===== src/rtl/pwm_steer_pkg.sv =====
package pwm_steer_pkg;

    typedef enum logic [2:0] {
        WM_SINGLE    = 3'd0,
        WM_COMP      = 3'd1,
        WM_SIXSTEP   = 3'd2,
        WM_PUSHPULL  = 3'd3,
        WM_HALFBR    = 3'd4,
        WM_FULLBR    = 3'd5,
        WM_VARFREQ   = 3'd6,
        WM_RESERVED  = 3'd7
    } wave_mode_e;

    typedef struct packed {
        logic steer_on;
        logic comp_on;
    } route_ctl_t;

endpackage


===== src/rtl/pwm_mode_decode.sv =====
module pwm_mode_decode
    import pwm_steer_pkg::*;
(
    input  logic [2:0] wave_mode,
    output route_ctl_t ctl
);
    wave_mode_e mode_q;

    always_comb begin
        mode_q = wave_mode_e'(wave_mode);
        ctl    = '0;
        unique case (mode_q)
            WM_SINGLE:   ctl.steer_on = 1'b1;
            WM_COMP:     begin ctl.steer_on = 1'b1; ctl.comp_on = 1'b1; end
            WM_SIXSTEP:  ctl.steer_on = 1'b1;
            WM_PUSHPULL,
            WM_HALFBR,
            WM_FULLBR,
            WM_VARFREQ,
            WM_RESERVED: ctl = '0;
        endcase
    end
endmodule


===== src/rtl/pwm_pin_route.sv =====
module pwm_pin_route
    import pwm_steer_pkg::*;
#(
    parameter int IDX = 0
) (
    input  route_ctl_t ctl,
    input  logic       wave_a,
    input  logic       wave_b,
    input  logic       fixed_lvl,
    input  logic       en,
    input  logic       steer,
    input  logic       pol,
    output logic       drv_nxt,
    output logic       own_nxt
);
    localparam bit ODD_PIN = (IDX % 2) == 1;

    logic steered_sig;
    logic routed;

    always_comb begin
        steered_sig = (ctl.comp_on && ODD_PIN) ? wave_b : wave_a;
        if (ctl.steer_on)
            routed = steer ? steered_sig : 1'b0;
        else
            routed = fixed_lvl;
        own_nxt = en;
        drv_nxt = en ? (routed ^ pol) : 1'b0;
    end
endmodule


===== src/rtl/pwm_out_reg.sv =====
module pwm_out_reg #(
    parameter int PINS = 6
) (
    input  logic            clk,
    input  logic            rst_n,
    input  logic [PINS-1:0] drv_nxt,
    input  logic [PINS-1:0] own_nxt,
    output logic [PINS-1:0] drv_q,
    output logic [PINS-1:0] own_q
);
    always_ff @(posedge clk) begin
        if (!rst_n) begin
            drv_q <= '0;
            own_q <= '0;
        end else begin
            drv_q <= drv_nxt;
            own_q <= own_nxt;
        end
    end
endmodule


===== src/rtl/pwm_out_steer.sv =====
module pwm_out_steer
    import pwm_steer_pkg::*;
#(
    parameter int PINS = 6
) (
    input  logic            clk,
    input  logic            rst_n,
    input  logic [2:0]      wave_mode,
    input  logic            wave_a,
    input  logic            wave_b,
    input  logic [PINS-1:0] fixed_drv,
    input  logic [PINS-1:0] pin_en,
    input  logic [PINS-1:0] pin_steer,
    input  logic [PINS-1:0] pin_pol,
    output logic [PINS-1:0] pin_drv,
    output logic [PINS-1:0] pin_own
);
    route_ctl_t      ctl;
    logic [PINS-1:0] drv_nxt;
    logic [PINS-1:0] own_nxt;

    pwm_mode_decode u_dec (
        .wave_mode (wave_mode),
        .ctl       (ctl)
    );

    for (genvar i = 0; i < PINS; i++) begin : g_pin
        pwm_pin_route #(.IDX(i)) u_route (
            .ctl       (ctl),
            .wave_a    (wave_a),
            .wave_b    (wave_b),
            .fixed_lvl (fixed_drv[i]),
            .en        (pin_en[i]),
            .steer     (pin_steer[i]),
            .pol       (pin_pol[i]),
            .drv_nxt   (drv_nxt[i]),
            .own_nxt   (own_nxt[i])
        );
    end

    pwm_out_reg #(.PINS(PINS)) u_reg (
        .clk     (clk),
        .rst_n   (rst_n),
        .drv_nxt (drv_nxt),
        .own_nxt (own_nxt),
        .drv_q   (pin_drv),
        .own_q   (pin_own)
    );
endmodule


===== config.mk =====
export PLATFORM = sky130hd
export DESIGN_NAME = pwm_out_steer
export DESIGN_NICKNAME = d
export VERILOG_FILES = /design/src/rtl/pwm_steer_pkg.sv /design/src/rtl/pwm_mode_decode.sv /design/src/rtl/pwm_pin_route.sv /design/src/rtl/pwm_out_reg.sv /design/src/rtl/pwm_out_steer.sv
export SDC_FILE = /design/constraint.sdc
export NUM_CORES = 1
export LEC_CHECK = 0
export ABC_AREA = 1
export BUFFER_PORTS_ARGS = -buffer_cell sky130_fd_sc_hd__buf_2
export CORE_MARGIN = 3
export CORE_UTILIZATION = 37
export DETAILED_ROUTE_END_ITERATION = 10
export PLACE_DENSITY = 0.82
export SYNTH_ARGS = -nofsm -noshare
export SYNTH_HDL_FRONTEND = slang
export SYNTH_SLANG_ARGS = --single-unit

===== constraint.sdc =====
create_clock -name clk -period 0.9 [get_ports clk]
set_input_delay 0.135 -clock clk [delete_from_list [all_inputs] [get_ports clk]]
set_output_delay 0.135 -clock clk [all_outputs]
set_load 0.05 [all_outputs]

==> run_results.csv <==
group,metric,value,unit
run_status,status,"finished clean",
worst_setup_path,crit_path_max_fanout,1,
worst_setup_path,stages_on_the_worst_setup_path,1,
final_layout,insertedDiodeCount,0,
final_layout,layout_common_cells,"30 x buf_2, 18 x nand2_1, 15 x inv_1",
yosys,post_synthesis_sequential_element_count,12,
worst_setup_path,worstPathCellList,"buf_6",
grt,grt.total_usage,15.7,%
sta,finalHoldViolations,0,
yosys,postSynthNetCount,107,
sta,final.period_utilization,97.8,%
worst_setup_path,timing.critical_path.to_type,"output pin",
floorplanning,num_io_pins,43,
worst_setup_path,worstPathBufferInverterCount,1,
worst_setup_path,cp.required,0.76,ns
final_layout,finish.utilization,68.1,%
place,post-dp-hpwl,1170,um
cts,clockBufferDepth,2,
yosys,post_synth_instance_area,562,um2
sta,finalCriticalPeriod,0.880,ns
yosys,yosys.cell_types.count,11,
yosys,synth-seq-area-share,42.8,%
routing,final_wirelength,1500,um
cts,cts.clk_slew.worst_paths,0.07,ns
routing,detailedRoute.firstPassIterationCount,4,
cts,tritoncts.num_buffers,3,
floorplanning,initial_core_utilization,41.1,%
worst_setup_path,path_delay_family,"flip-flops",
place,gp_routability_congestion,0.717,
routing,first_iter_violations,2,
floorplanning,die_area,2020,um2
pwr,pwr_density_cell,1380,nW/um2
worst_setup_path,timing.setup.critical_path_class,"reg -> out",
grt,grt_start_max_net_pins,8,
sta,grt_setup_unrepaired,"yes",
grt,grt-ovfl-total,0,
sta,max_slew.worst_pin.slew,0.185,ns
cts,clk_sinks,12,
routing,vias,640,
grt,grt_pass1_vias,579,
final_layout,area_growth_syn_to_layout,65.7,%
final_layout,finish.instance_area,931,um2
cts,cts_hold_repair.buffers,0,
worst_setup_path,cp_data_arrival_time,0.75,ns
final_layout,most_common_cell_after_layout_fill_and_taps_aside,"buf_2",
final_layout,drive_above_1_share,59.0,%
cts,cts_tree,"yes",
floorplanning,die-height,45.0,um
worst_setup_path,worstSetupStartpointType,"register",
floorplanning,die_w,45.0,um
grt,grt_util_met3,5.58,%
sta,setup-tns-final,0,ns
routing,detail-route-antenna-nets,0,
worst_setup_path,end_point_of_the_critical_path,"pin_own[3]",
yosys,synth_warnings,0,
worst_setup_path,slowest_stage,"dfxtp_2",
worst_setup_path,worst_path_largest_cell_delay,0.33,ns
cts,cts_max_level,1,
sta,finalWorstSetupSlack,0.0199,ns
grt,grt_pass1_wl,2240,um
pwr,finalPower,1290,uW
grt,global_route.usage.met2,29.1,%
pwr,leakage,0.000527,uW
routing,detail_route.drc_violations,0,
sta,report.final.setup_viol,0,
sta,timing.final.max_slew_violations,0,
cts,clock_tree.root_cell,"clkbuf_4",
flow_run,maxcap_violations,0,
routing,drt-vias-per-instance,4.67,
grt,use_met1,15.3,%
pwr,ir_worst_vdd,0.721,mV
sta,fmaxAchievable,1140,MHz
routing,avgRoutedWirePerCell,11.0,um
floorplanning,placeable_area,1370,um2
yosys,synthCells,76,
grt,grt_antenna_before_repair,0,
place,io_buffers,42,
final_layout,number_of_nets_in_the_layout,155,
floorplanning,placementRows,13,
place,detailedPlace.worstSlack,-0.116,ns
yosys,synthesis.area_per_instance,7.39,um2
sta,relSlewSlack,87.6,%
grt,grt_most_used_layer,"met2",
worst_setup_path,worst_setup_path_startpoint,"u_reg.own_q[3]",
cts,cts.repair_timing.setup_buffer_count,0,
place,detailed_place.area,807,um2
hold_path,worst_hold_path_type,"in -> reg",
[stage by stage]
stage	instances	hold WS, ns
3_3_place_gp	134	0.335
6_report	137	0.0472
5_1_grt	137	0.0420
4_1_cts	137	0.0492
3_5_place_dp	134	0.339
2_1_floorplan	76	0.222
[sequential cells by signal (all words and copies together) (netlist names)]
signal	flops
u_reg.drv_q	6
u_reg.own_q	6
[cell families after synthesis]
kind of cell	count (synthesis)	share of synthesized area (%)
AO/OA/AOI/OAI	12	14.7
buffers and inverters	16	12.0
flip-flops	12	42.8
AND/OR/NAND/NOR	36	30.5
[layout make-up]
class                           count  area [um2]
Fill cell                         116         435
Timing Repair Buffer               44         324
Sequential cell                    12         255
Multi-Input combinational cell     48         254
Inverter                           15        56.3
Clock buffer                        3        22.5
Tap cell                           15        18.8
[routing by layer]
metal / wire [um] / vias to the layer above
met5: 0 / -
met4: 24 / 0
met3: 110 / 4
met2: 847 / 22
met1: 520 / 287
li1: - / 327
[synthesized netlist by cell type, drive strengths merged]
cell,instances,area [um2]
a21oi,6,30.0
buf,1,11.3
dfxtp,12,240
inv,15,56.3
nand2,22,92.6
nand3,7,45.0
nor2,7,33.8
o21ai,6,52.6
[power breakdown]
part           total [uW]  switching [uW]  internal [uW]
logic                 387             224            163
clock network         322             167            155
registers             580            13.7            566
[what timing repair did]
item / CTS / global route
gates cloned: 0 / 0
gates resized for setup: 25 / 14
setup endpoints to repair: 12 / 12
[worst min path at each step]
stage	endpoint	startpoint	slack [ns]	depth (start not counted)
after floorplan	u_reg.drv_q[0]	pin_pol[0]	0.22	1
after global placement	u_reg.drv_q[2]	pin_pol[2]	0.34	2
after detailed placement	u_reg.drv_q[0]	pin_pol[0]	0.34	2
after CTS	u_reg.drv_q[0]	pin_pol[0]	0.05	2
after global routing	u_reg.drv_q[2]	pin_pol[2]	0.04	2
final	u_reg.drv_q[2]	pin_pol[2]	0.05	2
Note: power is estimated with default switching activity, not from simulation.
